**src/rtl/nsq_pkg.sv**
```systemverilog
package nsq_pkg;
  localparam int unsigned NSQ_IN_W  = 15;
  localparam int unsigned NSQ_MAG_W = 6;

  typedef enum logic [1:0] {
    QR_PASS    = 2'd0,
    QR_CLIP_HI = 2'd1,
    QR_CLIP_LO = 2'd2
  } qregion_e;
endpackage

```
**src/rtl/nsq_shaper.sv**
```systemverilog
module nsq_shaper #(
  parameter int unsigned IN_W  = 15,
  parameter int unsigned ERR_W = 9,
  parameter int unsigned SUM_W = 17
) (
  input  logic [IN_W-1:0]  sample,
  input  logic [ERR_W-1:0] err_z1,
  input  logic [ERR_W-1:0] err_z2,
  output logic [SUM_W-1:0] shaped
);
  localparam int unsigned XEXT  = SUM_W - IN_W;
  localparam int unsigned E1EXT = SUM_W - ERR_W - 1;
  localparam int unsigned E2EXT = SUM_W - ERR_W;

  logic [SUM_W-1:0] x_ext;
  logic [SUM_W-1:0] e1_dbl;
  logic [SUM_W-1:0] e2_ext;

  always_comb begin
    x_ext  = {{XEXT{sample[IN_W-1]}}, sample};
    e1_dbl = {{E1EXT{err_z1[ERR_W-1]}}, err_z1, 1'b0};
    e2_ext = {{E2EXT{err_z2[ERR_W-1]}}, err_z2};
    shaped = x_ext + e1_dbl - e2_ext;
  end
endmodule

```
**src/rtl/nsq_quant.sv**
```systemverilog
module nsq_quant
  import nsq_pkg::*;
#(
  parameter int unsigned SUM_W = 17,
  parameter int unsigned DROP  = 8,
  parameter int unsigned MAG_W = 6,
  parameter int unsigned ERR_W = 9
) (
  input  logic [SUM_W-1:0] shaped,
  output logic             q_sign,
  output logic [MAG_W-1:0] q_mag,
  output logic [ERR_W-1:0] err_next
);
  localparam int unsigned Q_W = SUM_W - DROP;
  localparam logic signed [Q_W-1:0]   QHI = Q_W'((2 ** MAG_W) - 1);
  localparam logic signed [Q_W-1:0]   QLO = Q_W'(-((2 ** MAG_W) - 1));
  localparam logic signed [SUM_W-1:0] EHI = SUM_W'((2 ** DROP) - 1);
  localparam logic signed [SUM_W-1:0] ELO = SUM_W'(-(2 ** DROP));

  logic signed [Q_W-1:0]   q_floor;
  logic signed [Q_W-1:0]   q_sat;
  logic signed [Q_W-1:0]   q_abs;
  logic signed [SUM_W-1:0] rescaled;
  logic signed [SUM_W-1:0] diff;
  qregion_e                region;

  // Dropping the low bits of a two's-complement word floors toward -inf.
  assign q_floor = $signed(shaped[SUM_W-1:DROP]);

  always_comb begin
    if (q_floor > QHI)      region = QR_CLIP_HI;
    else if (q_floor < QLO) region = QR_CLIP_LO;
    else                    region = QR_PASS;

    case (region)
      QR_CLIP_HI: q_sat = QHI;
      QR_CLIP_LO: q_sat = QLO;
      default:    q_sat = q_floor;
    endcase

    q_sign = q_sat[Q_W-1];
    q_abs  = q_sign ? -q_sat : q_sat;
    q_mag  = q_abs[MAG_W-1:0];
  end

  always_comb begin
    rescaled = {q_sat, {DROP{1'b0}}};
    diff     = $signed(shaped) - rescaled;
    if (diff > EHI)      err_next = EHI[ERR_W-1:0];
    else if (diff < ELO) err_next = ELO[ERR_W-1:0];
    else                 err_next = diff[ERR_W-1:0];
  end
endmodule

```
**src/rtl/nsq_errfb.sv**
```systemverilog
module nsq_errfb #(
  parameter int unsigned ERR_W = 9
) (
  input  logic             clk,
  input  logic             rst,
  input  logic             adv,
  input  logic [ERR_W-1:0] err_in,
  output logic [ERR_W-1:0] err_z1,
  output logic [ERR_W-1:0] err_z2
);
  always_ff @(posedge clk) begin
    if (rst) begin
      err_z1 <= '0;
      err_z2 <= '0;
    end else if (adv) begin
      err_z2 <= err_z1;
      err_z1 <= err_in;
    end
  end
endmodule

```
**src/rtl/nsq_requant.sv**
```systemverilog
module nsq_requant
  import nsq_pkg::*;
#(
  parameter int unsigned IN_W  = NSQ_IN_W,
  parameter int unsigned MAG_W = NSQ_MAG_W
) (
  input  logic               clk,
  input  logic               rst,
  input  logic               in_valid,
  input  logic [IN_W-1:0]    in_sample,
  output logic               out_valid,
  output logic [MAG_W:0]     out_code
);
  localparam int unsigned CODE_W = MAG_W + 1;
  localparam int unsigned DROP   = IN_W - CODE_W;
  localparam int unsigned ERR_W  = DROP + 1;
  localparam int unsigned SUM_W  = IN_W + 2;

  logic [ERR_W-1:0] err_z1;
  logic [ERR_W-1:0] err_z2;
  logic [ERR_W-1:0] err_next;
  logic [SUM_W-1:0] shaped;
  logic             q_sign;
  logic [MAG_W-1:0] q_mag;

  nsq_shaper #(.IN_W(IN_W), .ERR_W(ERR_W), .SUM_W(SUM_W)) u_shape (
    .sample (in_sample),
    .err_z1 (err_z1),
    .err_z2 (err_z2),
    .shaped (shaped)
  );

  nsq_quant #(.SUM_W(SUM_W), .DROP(DROP), .MAG_W(MAG_W), .ERR_W(ERR_W)) u_quant (
    .shaped   (shaped),
    .q_sign   (q_sign),
    .q_mag    (q_mag),
    .err_next (err_next)
  );

  nsq_errfb #(.ERR_W(ERR_W)) u_fb (
    .clk    (clk),
    .rst    (rst),
    .adv    (in_valid),
    .err_in (err_next),
    .err_z1 (err_z1),
    .err_z2 (err_z2)
  );

  always_ff @(posedge clk) begin
    if (rst) begin
      out_valid <= 1'b0;
      out_code  <= '0;
    end else begin
      out_valid <= in_valid;
      if (in_valid) out_code <= {q_sign, q_mag};
    end
  end
endmodule

```
**config.mk**
```make
export PLATFORM = sky130hd
export DESIGN_NAME = nsq_requant
export DESIGN_NICKNAME = d
export VERILOG_FILES = /design/src/rtl/nsq_pkg.sv /design/src/rtl/nsq_shaper.sv /design/src/rtl/nsq_quant.sv /design/src/rtl/nsq_errfb.sv /design/src/rtl/nsq_requant.sv
export SDC_FILE = /design/constraint.sdc
export NUM_CORES = 1
export LEC_CHECK = 0
export BUFFER_PORTS_ARGS = -buffer_cell sky130_fd_sc_hd__buf_4
export CORE_MARGIN = 3
export CORE_UTILIZATION = 55
export CTS_BUF_LIST = sky130_fd_sc_hd__clkbuf_4
export CTS_CLUSTER_DIAMETER = 40
export DETAILED_ROUTE_END_ITERATION = 8
export GPL_TIMING_DRIVEN = 0
export HOLD_SLACK_MARGIN = 0.06
export PLACE_DENSITY = 0.74
export SYNTH_ARGS = -nofsm -noshare
export SYNTH_HDL_FRONTEND = slang
export SYNTH_SLANG_ARGS = --single-unit
```
**constraint.sdc**
```tcl
create_clock -name clk -period 13.8 [get_ports clk]
set_input_delay 2.76 -clock clk [delete_from_list [all_inputs] [get_ports clk]]
set_output_delay 2.76 -clock clk [all_outputs]
set_load 0.1 [all_outputs]
```
==> insert_results.sql, run 1 <==
INSERT INTO impl_metrics (metric_group, metric, value, unit) VALUES
('run_status', 'outcome', 'complete, no violations', ''),
('cells_and_area', 'nets', '491', ''),
('drt', 'ant_nets', '0', ''),
('clock_network', 'cts-root-buf', 'clkbuf_4', ''),
('cells_and_area', 'final_layout_size_suffix_gt1_share', '13.0', '%'),
('logic_synthesis', 'synthDominantAreaCellType', 'dfxtp_1', ''),
('sta', 'clock-skew-final', '0.0160', 'ns'),
('global_route', 'grt_first_pass_wirelength', '12.4', 'mm'),
('drt', 'wl_per_cell', '14.6', 'um'),
('placed_design', 'buffer_ports.inserted', '25', ''),
('logic_synthesis', 'syn-mean-instance-area', '7.78', 'um^2'),
('clock_network', 'cts_tree', 'yes', ''),
('die', 'core_region_area', '5300', 'um^2'),
('die', 'dieArea', '6650', 'um^2'),
('sta', 'final_period_minus_worst_setup_slack', '10.41', 'ns'),
('global_route', 'grt_busiest_layer', 'met2', ''),
('job', 'number_of_violations_of_the_max_capacitance_limit', '0', ''),
('setup_path', 'worstSetupPathDepth', '35', ''),
('logic_synthesis', 'ys_seq_elements', '26', ''),
('drt', 'detailed_routing_iteration_count_for_the_pre_antenna_repair_pass', '6', ''),
('clock_network', 'clk_pin_slew_worst_paths', '0.17', 'ns'),
('clock_network', 'cts_resized', '0', ''),
('sta', 'timing_max_transition_violations_final', '0', ''),
('clock_network', 'cts-buffers-inserted', '3', ''),
('drt', 'detail_route.iter0.violations', '165', ''),
('sta', 'rsz_0062_raised_after_global_routing', 'false', ''),
('logic_synthesis', 'yosysSeqAreaShare', '16.6', '%'),
('cells_and_area', 'diodes', '0', ''),
('setup_path', 'cp.arrival', '10.67', 'ns'),
('setup_path', 'regToRegStartpoint', 'u_fb.err_z1[0]', ''),
('setup_path', 'crit_path_max_incr_delay', '0.55', 'ns'),
('logic_synthesis', 'synth_top_area_share', '16.6', '%'),
('clock_network', 'cts_setup_buffers', '0', ''),
('cells_and_area', 'final-seq-area', '520', 'um^2'),
('sta', 'worst_slew_pin_slew', '1.04', 'ns'),
('cells_and_area', 'mostFrequentLayoutCell', 'nor2_1', ''),
('placed_design', 'place_hpwl', '5.80', 'mm'),
('logic_synthesis', 'synth_cell_types', '72', ''),
('clock_network', 'h-tree-depth', '1', ''),
('die', 'starting_density_of_the_core', '59.2', '%'),
('drt', 'detailroute.via_count', '2964', ''),
('setup_path', 'timing.setup.critical_path_class', 'input pin to register', ''),
('global_route', 'grt.met2_usage', '39.7', '%'),
('sta', 'finalHoldViolations', '0', ''),
('setup_path', 'cp-start-kind', 'input pin', ''),
('logic_synthesis', 'synth_flop_cell', 'dfxtp_1', ''),
('sta', 'max_freq', '96.1', 'MHz'),
('setup_path', 'slowest_cell_on_the_critical_path', 'o21ai_0', ''),
('clock_network', 'hold_buffers', '0', ''),
('setup_path', 'critical_path.n_buffers_inverters', '4', ''),
('setup_path', 'crit_end', 'u_fb.err_z1[2]', ''),
('global_route', 'global_route.usage.met1', '31.1', '%'),
('logic_synthesis', 'async_flop_share', '0', '%'),
('clock_network', 'clock_sinks', '26', ''),
('logic_synthesis', 'synthesis.area', '3140', 'um^2'),
('drt', 'wirelength', '7.32', 'mm'),
('cells_and_area', 'multi_input_comb_area', '2430', 'um^2'),
('cells_and_area', 'area_growth_syn_to_layout', '10.5', '%'),
('setup_path', 'critPathMaxFanout', '8', ''),
('sta', 'setup_violations', '0', ''),
('logic_synthesis', 'synthesis.nets', '461', ''),
('die', 'ios', '26', ''),
('die', 'die_h', '81.5', 'um'),
('cells_and_area', 'utilization', '65.3', '%'),
('min_path', 'hold_path_class', 'register to register', ''),
('logic_synthesis', 'netlist_instances', '403', ''),
('logic_synthesis', 'synth_edf_count', '0', ''),
('clock_network', 'later_pin_clock_latency_in_the_skew_report', '0.34', 'ns'),
('cells_and_area', 'layout.cells.most_common_list', '45 x nor2_1, 43 x a21oi_1, 37 x ha_1, 35 x nand2_1, 27 x inv_1', ''),
('drt', 'via_per_inst', '5.90', ''),
('setup_path', 'crit_path_frequent_cell', 'a21oi_1', '');
## layer usage
metal	wire length [um]	up-vias	part of all wire (%)
li1	-	1529	-
met1	3560	1365	49
met2	3450	62	47
met3	221	8	3.0
met4	82	0	1.1
met5	0	-	0
## kinds of logic after synthesis
| kind of cell | count (synthesis) | synth area share [%] |
|---|---|---|
| compound gates | 133 | 29.0 |
| simple gates | 125 | 19.6 |
| fa+ha+maj | 40 | 16.7 |
| buf+inv | 37 | 5.82 |
| xor+xnor | 28 | 7.82 |
| flops | 26 | 16.6 |
| mux | 14 | 4.51 |
## layout make-up
| cell class | count | share of cell area [%] |
|---|---|---|
| flip-flops and latches | 26 | 15.0 |
| multi-input cells | 340 | 70.2 |
| clock inverters | 1 | 0.867 |
| well taps | 70 | 2.53 |
| plain buffers | 10 | 2.35 |
| repair buffers | 25 | 5.42 |
| inverters | 27 | 2.93 |
| clock buffers | 3 | 0.650 |
## synth_stat cells, drive strengths merged, types with 6 or more instances
cell and instances:
a21o 8, dfxtp 26, o21ai 25, a21oi 43, nor2 45, o22ai 8
inv 27, ha 37, nand2 36, xnor2 16, xor2 12, mux2i 13
o21bai 6, o21a 7
## worst reg2reg max path, delay by kind of cell (launching register included)
kind	cells	cell delay, ns
AOI/OAI and AO/OA	19	4.59
adders and majority gates	4	1.35
xor gates and xnor gates	3	0.48
DFF	1	0.39
buffers and inverters	3	0.38
and+or+nand+nor	5	1.06
## worst min path at each step
| stage | start | to | cells past startpoint |
|---|---|---|---|
| global placement | out_code[4] | out_code[4] | 2 |
| finish | out_code[2] | out_code[2] | 2 |
| CTS | out_code[2] | out_code[2] | 2 |
| global route | out_code[2] | out_code[2] | 2 |
| detailed placement | out_code[2] | out_code[2] | 2 |
| floorplan | u_fb.err_z2[2] | u_fb.err_z2[2] | 2 |
## sequential cells by signal, indices dropped and copies added (netlist names)
name	cells
u_fb.err_z2	9
out_code	7
u_fb.err_z1	9
out_valid	1
## metrics by stage
| step | worst slack (ns) | hold WS (ns) | area, um^2 | std cells |
|---|---|---|---|---|
| floorplan | 4.45 | 0.460 | 3140 | 403 |
| global placement | 3.43 | 0.463 | 3410 | 498 |
| detailed placement | 3.25 | 0.463 | 3410 | 498 |
| CTS | 3.56 | 0.485 | 3460 | 502 |
| global route | 2.79 | 0.504 | 3460 | 502 |
| finish | 3.39 | 0.489 | 3460 | 502 |
Power of run 1 is left out: the tool's default activity adds up to more than one toggle a clock period on the data nets, which glitch-free logic cannot reach.
==> run 2, diff against run 1 <==
- ABC_AREA: unset -> 1
- clock period: 13.8 -> 10.3 ns (I/O delays scaled with it)
==> insert_results.sql, run 2 <==
INSERT INTO impl_metrics (metric_group, metric, value, unit) VALUES
('placed_design', 'buffer_ports.inserted', '24', ''),
('logic_synthesis', 'synth-compound-area-share', '16.6', '%'),
('drt', 'via_per_inst', '5.15', ''),
('die', 'dieWidth', '82.1', 'um'),
('sta', 'clock-skew-final', '0.00444', 'ns'),
('cells_and_area', 'area_growth_syn_to_layout', '10.1', '%'),
('logic_synthesis', 'synthDominantAreaCellType', 'dfxtp_1', ''),
('min_path', 'holdCritStartpoint', 'u_fb.err_z2[2]', ''),
('logic_synthesis', 'synth_edf_count', '0', ''),
('logic_synthesis', 'ys_top_cells_by_area', 'dfxtp_1 16%, nand2_1 15%, ha_1 15%', ''),
('logic_synthesis', 'async_flop_share', '0', '%'),
('setup_path', 'crit_path_frequent_cell', 'nand2_1', ''),
('setup_path', 'timing.setup.critical_path_class', 'input pin to register', ''),
('drt', 'detail_route.iter0.violations', '167', ''),
('sta', 'finalHoldViolations', '0', ''),
('logic_synthesis', 'post_synth_and_or_nand_nor_area_fraction', '33.3', '%'),
('placed_design', 'dpl_cell_area', '3450', 'um^2'),
('drt', 'wirelength', '7.34', 'mm'),
('logic_synthesis', 'synthesis.area', '3180', 'um^2'),
('setup_path', 'cp.arrival', '8.24', 'ns'),
('die', 'dieArea', '6740', 'um^2'),
('global_route', 'grt_first_pass_wirelength', '12.6', 'mm'),
('global_route', 'grtUsageTotal', '23.4', '%'),
('job', 'number_of_violations_of_the_max_capacitance_limit', '0', ''),
('logic_synthesis', 'synth_cell_types', '37', ''),
('sta', 'rsz_0062_raised_after_global_routing', 'false', ''),
('cells_and_area', 'num-fill-cells', '548', ''),
('clock_network', 'cts_tree', 'yes', ''),
('setup_path', 'cp-start-kind', 'input pin', ''),
('setup_path', 'slowest_cell_on_the_critical_path', 'fa_1', ''),
('cells_and_area', 'layout_top_registers', 'u_fb.err_z1: 9 flops, u_fb.err_z2: 9 flops, out_code: 7 flops', ''),
('clock_network', 'clock_sinks', '26', ''),
('logic_synthesis', 'area_share_of_xor_xnor_cells_in_the_synthesized_design', '5.78', '%'),
('die', 'die_h', '82.1', 'um'),
('logic_synthesis', 'synth-adder-area-share', '16.4', '%'),
('sta', 'max_freq', '125', 'MHz'),
('setup_path', 'timing.critical_path.to_type', 'register', ''),
('drt', 'detailed_routing_iteration_count_for_the_pre_antenna_repair_pass', '4', ''),
('sta', 'final_min_period_over_clock_period', '77.6', '%'),
('cells_and_area', 'fin_area', '3510', 'um^2'),
('placed_design', 'place_hpwl', '6.13', 'mm'),
('clock_network', 'cts-root-buf', 'clkbuf_4', ''),
('clock_network', 'h-tree-depth', '1', ''),
('cells_and_area', 'layout.cells.most_common_list', '129 x nand2_1, 85 x inv_1, 58 x nor2_1, 43 x a21oi_1, 37 x ha_1', ''),
('setup_path', 'worstSetupStartpoint', 'in_sample[1]', ''),
('clock_network', 'cts_setup_buffers', '0', ''),
('sta', 'worst_slew_pin_slew', '0.607', 'ns'),
('clock_network', 'cts-buffers-inserted', '3', ''),
('placed_design', 'post-place-cells', '618', ''),
('setup_path', 'critPathMaxFanout', '10', ''),
('cells_and_area', 'mostFrequentLayoutCell', 'nand2_1', ''),
('cells_and_area', 'final_layout_size_suffix_gt1_share', '10.7', '%'),
('die', 'core_region_area', '5540', 'um^2'),
('die', 'ios', '26', ''),
('sta', 'setup_ws_post_layout', '2.31', 'ns'),
('clock_network', 'cts_resized', '0', ''),
('min_path', 'hold_path_class', 'register to register', ''),
('setup_path', 'critical_path.n_buffers_inverters', '7', ''),
('clock_network', 'clk_pin_slew_worst_paths', '0.15', 'ns'),
('sta', 'totalNegativeSetupSlack', '0', 'ns'),
('logic_synthesis', 'muxShareOfSynthArea', '0', '%'),
('logic_synthesis', 'synth_top_family_by_area', 'simple AND/OR/NAND/NOR gates', ''),
('logic_synthesis', 'synthesis.nets', '580', ''),
('sta', 'setup_violations', '0', ''),
('drt', 'wl_per_cell', '11.8', 'um'),
('drt', 'drcViolationCount', '0', ''),
('die', 'fp-row-count', '27', ''),
('run_status', 'outcome', 'complete, no violations', ''),
('cells_and_area', 'nets', '609', ''),
('global_route', 'pin_count_of_the_biggest_net_entering_global_routing', '16', ''),
('logic_synthesis', 'post-synth-top-count-cell', 'nand2_1', ''),
('global_route', 'grt_pass1_vias', '2970', ''),
('setup_path', 'regToRegStartpoint', 'u_fb.err_z1[0]', ''),
('logic_synthesis', 'syn-mean-instance-area', '6.10', 'um^2'),
('logic_synthesis', 'yosysSeqAreaShare', '16.4', '%'),
('global_route', 'grt_antenna_before_repair', '0', ''),
('logic_synthesis', 'ys_seq_elements', '26', ''),
('cells_and_area', 'diodes', '0', ''),
('sta', 'final_period_minus_worst_setup_slack', '7.99', 'ns'),
('setup_path', 'critPathRequiredTime', '10.55', 'ns'),
('logic_synthesis', 'synth_top_area_share', '16.4', '%'),
('placed_design', 'place_congestion', '0.919', ''),
('cells_and_area', 'instances_no_fill', '622', ''),
('drt', 'detailroute.via_count', '3206', ''),
('clock_network', 'later_pin_clock_latency_in_the_skew_report', '0.34', 'ns'),
('placed_design', 'place_ws', '1.96', 'ns'),
('setup_path', 'crit_path_max_incr_delay', '0.44', 'ns'),
('drt', 'ant_nets', '0', ''),
('clock_network', 'clockBufferDepth', '2', ''),
('setup_path', 'rrSetupSlack', '3.70', 'ns'),
('setup_path', 'path_delay_family', 'simple AND/OR/NAND/NOR gates', ''),
('logic_synthesis', 'synth.yosys.warnings', '0', ''),
('clock_network', 'hold_buffers', '0', ''),
('sta', 'timing_max_transition_violations_final', '0', ''),
('logic_synthesis', 'ys_top_cells_by_count', '129 x nand2_1, 85 x inv_1, 58 x nor2_1', ''),
('sta', 'slew-limit-headroom', '59.2', '%'),
('die', 'starting_density_of_the_core', '57.5', '%'),
('logic_synthesis', 'netlist_instances', '522', ''),
('logic_synthesis', 'synth_flop_cell', 'dfxtp_1', ''),
('global_route', 'globalRoute.totalOverflow', '0', '');
==> run 2: cell count changes in the layout (fill, tap and decap cells not counted), sizes merged, moves of 13 or more <==
cell,change
nand2,+106
nand3,+25
inv,+62
mux2i,-13
nor2,+15
==> run 2: cells by family after synthesis <==
group,after synthesis
and+or+nand+nor,247
buffers and inverters,96
AOI/OAI and AO/OA,92
adders and majority gates,40
DFF,26
xor gates and xnor gates,21
==> run 2: path summary, 6_finish.rpt <==
check	end	depth (start not counted)
setup / recovery	u_fb.err_z1[6]	45
hold / removal	u_fb.err_z2[2]	2
hold reg to reg	u_fb.err_z2[2]	2
setup reg to reg	u_fb.err_z1[6]	44
==> run 2: cell type report <==
| cell class | instances | area [um^2] | share of cell area (%) |
|---|---|---|---|
| multi-input combinational | 400 | 2290 | 65.5 |
| clock buffer | 3 | 22.5 | 0.642 |
| clock inverter | 1 | 30.0 | 0.857 |
| buffer | 7 | 33.8 | 0.964 |
| tap | 72 | 90.1 | 2.57 |
| sequential | 26 | 520 | 14.8 |
| timing repair buffer | 24 | 180 | 5.14 |
| inverter | 89 | 334 | 9.53 |
==> run 2: stage by stage <==
stage          hold slack, ns  util (%)
3_5_place_dp            0.453      62.3
2_1_floorplan           0.439         -
6_report                0.471      63.3
5_1_grt                 0.499      63.3
4_1_cts                 0.473      63.3
3_3_place_gp            0.448      62.3
==> run 2: per-layer routing <==
metal	global-route usage [%]	up-vias	routed length, um
met2	40.0	68	3400
li1	-	1720	-
met5	0	-	0
met3	1.32	9	309
met1	32.0	1409	3520
met4	5.98	0	111
==> run 2: worst register-to-register path, delay by kind of cell, from the launching register on <==
family          cells  cell delay (ns)
xor+xnor            1             0.18
fa+ha+maj           4             1.31
compound gates     12             2.01
simple gates       21             2.08
buf+inv             6             0.53
flops               1             0.39
Power of run 2 is left out for the same reason.
==> run 3, diff against run 2 <==
- PLACE_DENSITY: 0.74 -> 0.77
- clock period: 10.3 -> 6.9 ns (I/O delays scaled with it)
==> insert_results.sql, run 3 (same netlist as run 2, synthesis figures left out) <==
INSERT INTO impl_metrics (metric_group, metric, value, unit) VALUES
('run_status', 'outcome', 'complete, no violations', ''),
('clock_network', 'cts-buffers-inserted', '3', ''),
('setup_path', 'cp-start-kind', 'input pin', ''),
('min_path', 'holdPathStages', '2', ''),
('setup_path', 'rrSetupSlack', '0.85', 'ns'),
('placed_design', 'place_ws', '-0.776', 'ns'),
('sta', 'rsz_0062_raised_after_global_routing', 'true', ''),
('setup_path', 'crit-reg2reg-capture', 'u_fb.err_z1[7]', ''),
('sta', 'totalNegativeSetupSlack', '0', 'ns'),
('cells_and_area', 'mostFrequentLayoutCell', 'nand2_1', ''),
('setup_path', 'slowest_cell_on_the_critical_path', 'fa_2', ''),
('sta', 'max_freq', '149', 'MHz'),
('die', 'starting_density_of_the_core', '57.5', '%'),
('cells_and_area', 'layout.cells.most_common_list', '118 x nand2_1, 81 x inv_1, 43 x nor2_1, 42 x buf_4, 31 x ha_1', ''),
('clock_network', 'cts_tree', 'yes', ''),
('setup_path', 'crit_path_frequent_cell', 'nand2_2', ''),
('sta', 'slew-limit-headroom', '57.0', '%'),
('setup_path', 'critPathMaxFanout', '9', ''),
('die', 'ios', '26', ''),
('clock_network', 'clock_sinks', '26', ''),
('setup_path', 'timing.critical_path.to_type', 'register', ''),
('cells_and_area', 'nets', '628', ''),
('sta', 'timing_max_transition_violations_final', '0', ''),
('clock_network', 'clockBufferDepth', '2', ''),
('setup_path', 'path_delay_family', 'simple AND/OR/NAND/NOR gates', ''),
('job', 'number_of_violations_of_the_max_capacitance_limit', '0', ''),
('placed_design', 'place_congestion', '0.904', ''),
('sta', 'setup_violations', '0', ''),
('setup_path', 'regToRegStartpoint', 'u_fb.err_z1[0]', ''),
('cells_and_area', 'diodes', '0', ''),
('die', 'die_h', '82.1', 'um'),
('drt', 'detail_route.iter0.violations', '169', ''),
('sta', 'final_min_period_over_clock_period', '97.5', '%'),
('cells_and_area', 'layout_top_registers', 'u_fb.err_z1: 9 flops, u_fb.err_z2: 9 flops, out_code: 7 flops', ''),
('sta', 'setup_ws_post_layout', '0.175', 'ns'),
('placed_design', 'place_hpwl', '6.21', 'mm'),
('placed_design', 'buffer_ports.inserted', '24', ''),
('min_path', 'hold_path_class', 'register to register', ''),
('clock_network', 'clk_pin_slew_worst_paths', '0.14', 'ns'),
('sta', 'final.hold.worst_slack', '0.474', 'ns'),
('drt', 'via_per_inst', '5.13', ''),
('setup_path', 'timing.setup.critical_path_class', 'input pin to register', ''),
('min_path', 'hold_end', 'u_fb.err_z2[6]', ''),
('placed_design', 'dpl_cell_area', '3450', 'um^2'),
('clock_network', 'h-tree-depth', '1', ''),
('min_path', 'holdCritStartpoint', 'u_fb.err_z2[6]', ''),
('drt', 'detailed_routing_iteration_count_for_the_pre_antenna_repair_pass', '4', ''),
('cells_and_area', 'area_growth_syn_to_layout', '24.9', '%'),
('sta', 'worst_slew_pin_slew', '0.639', 'ns'),
('clock_network', 'cts-root-buf', 'clkbuf_4', ''),
('global_route', 'grt_pass1_vias', '2968', ''),
('cells_and_area', 'fin_area', '3980', 'um^2'),
('setup_path', 'worst_r2r_path_depth', '44', ''),
('drt', 'wirelength', '7.88', 'mm'),
('die', 'fp-row-count', '27', ''),
('drt', 'wl_per_cell', '12.3', 'um'),
('global_route', 'grtUsageTotal', '23.7', '%'),
('drt', 'ant_nets', '0', ''),
('drt', 'drcViolationCount', '0', ''),
('global_route', 'pin_count_of_the_biggest_net_entering_global_routing', '15', ''),
('global_route', 'grt_first_pass_wirelength', '12.9', 'mm'),
('sta', 'finalHoldViolations', '0', ''),
('die', 'core_region_area', '5540', 'um^2'),
('sta', 'final_period_minus_worst_setup_slack', '6.72', 'ns'),
('global_route', 'globalRoute.totalOverflow', '0', ''),
('clock_network', 'later_pin_clock_latency_in_the_skew_report', '0.33', 'ns'),
('global_route', 'grt_antenna_before_repair', '0', ''),
('die', 'dieArea', '6740', 'um^2'),
('setup_path', 'critPathRequiredTime', '7.13', 'ns'),
('cells_and_area', 'final_layout_size_suffix_gt1_share', '24.6', '%'),
('clock_network', 'hold_buffers', '0', ''),
('die', 'dieWidth', '82.1', 'um'),
('drt', 'detailroute.via_count', '3289', ''),
('setup_path', 'cp.arrival', '6.95', 'ns'),
('sta', 'clock-skew-final', '0.00704', 'ns'),
('setup_path', 'critical_path.n_buffers_inverters', '6', ''),
('setup_path', 'crit_path_max_incr_delay', '0.40', 'ns');
-- run 3: metal layers --
layer	vias to the layer above	routed length, um	GRT usage, %
li1	1751	-	-
met1	1483	3710	31.9
met2	49	3890	42.5
met3	6	204	1.32
met4	0	69	3.49
met5	-	0	0
-- run 3: worst register-to-register path: cells and delay by family, from the launching register on --
kind                       cells  cell delay [ns]
and+or+nand+nor               25             2.21
adders and majority gates      4             1.34
xor gates and xnor gates       1             0.10
AOI/OAI and AO/OA              9             1.49
buffers and inverters          5             0.37
DFF                            1             0.42
-- run 3: worst max path at each step --
stage / startpoint / end / cells past startpoint
floorplan: in_sample[1] / u_fb.err_z1[1] / 45
global placement: in_sample[1] / u_fb.err_z1[5] / 45
detailed placement: in_sample[1] / u_fb.err_z1[5] / 46
CTS: in_sample[3] / u_fb.err_z1[5] / 47
global route: in_sample[3] / u_fb.err_z1[7] / 48
finish: in_sample[1] / u_fb.err_z1[7] / 45
-- run 3: cell type report --
| class | instances | area [um^2] |
|---|---|---|
| Tap cell | 72 | 90.1 |
| Sequential cell | 26 | 520 |
| Multi-Input combinational cell | 400 | 2640 |
| Clock inverter | 1 | 3.75 |
| Buffer | 7 | 33.8 |
| Inverter | 89 | 337 |
| Fill cell | 474 | 1570 |
| Timing Repair Buffer | 43 | 327 |
| Clock buffer | 3 | 22.5 |
-- run 3: per-stage QoR --
step	cells	util, %
2_1_floorplan	522	-
3_3_place_gp	618	62.3
4_1_cts	626	63.7
5_1_grt	641	71.7
3_5_place_dp	618	62.3
6_report	641	71.7
-- run 3: what timing repair did --
item / in CTS / in global routing
hold endpoints to repair: 0 / 0
pin swaps: 4 / 60
setup buffers: 4 / 15
gates cloned: 0 / 0
gates resized for setup: 9 / 85
setup endpoints to repair: 9 / 9
Power of run 3 is left out for the same reason.
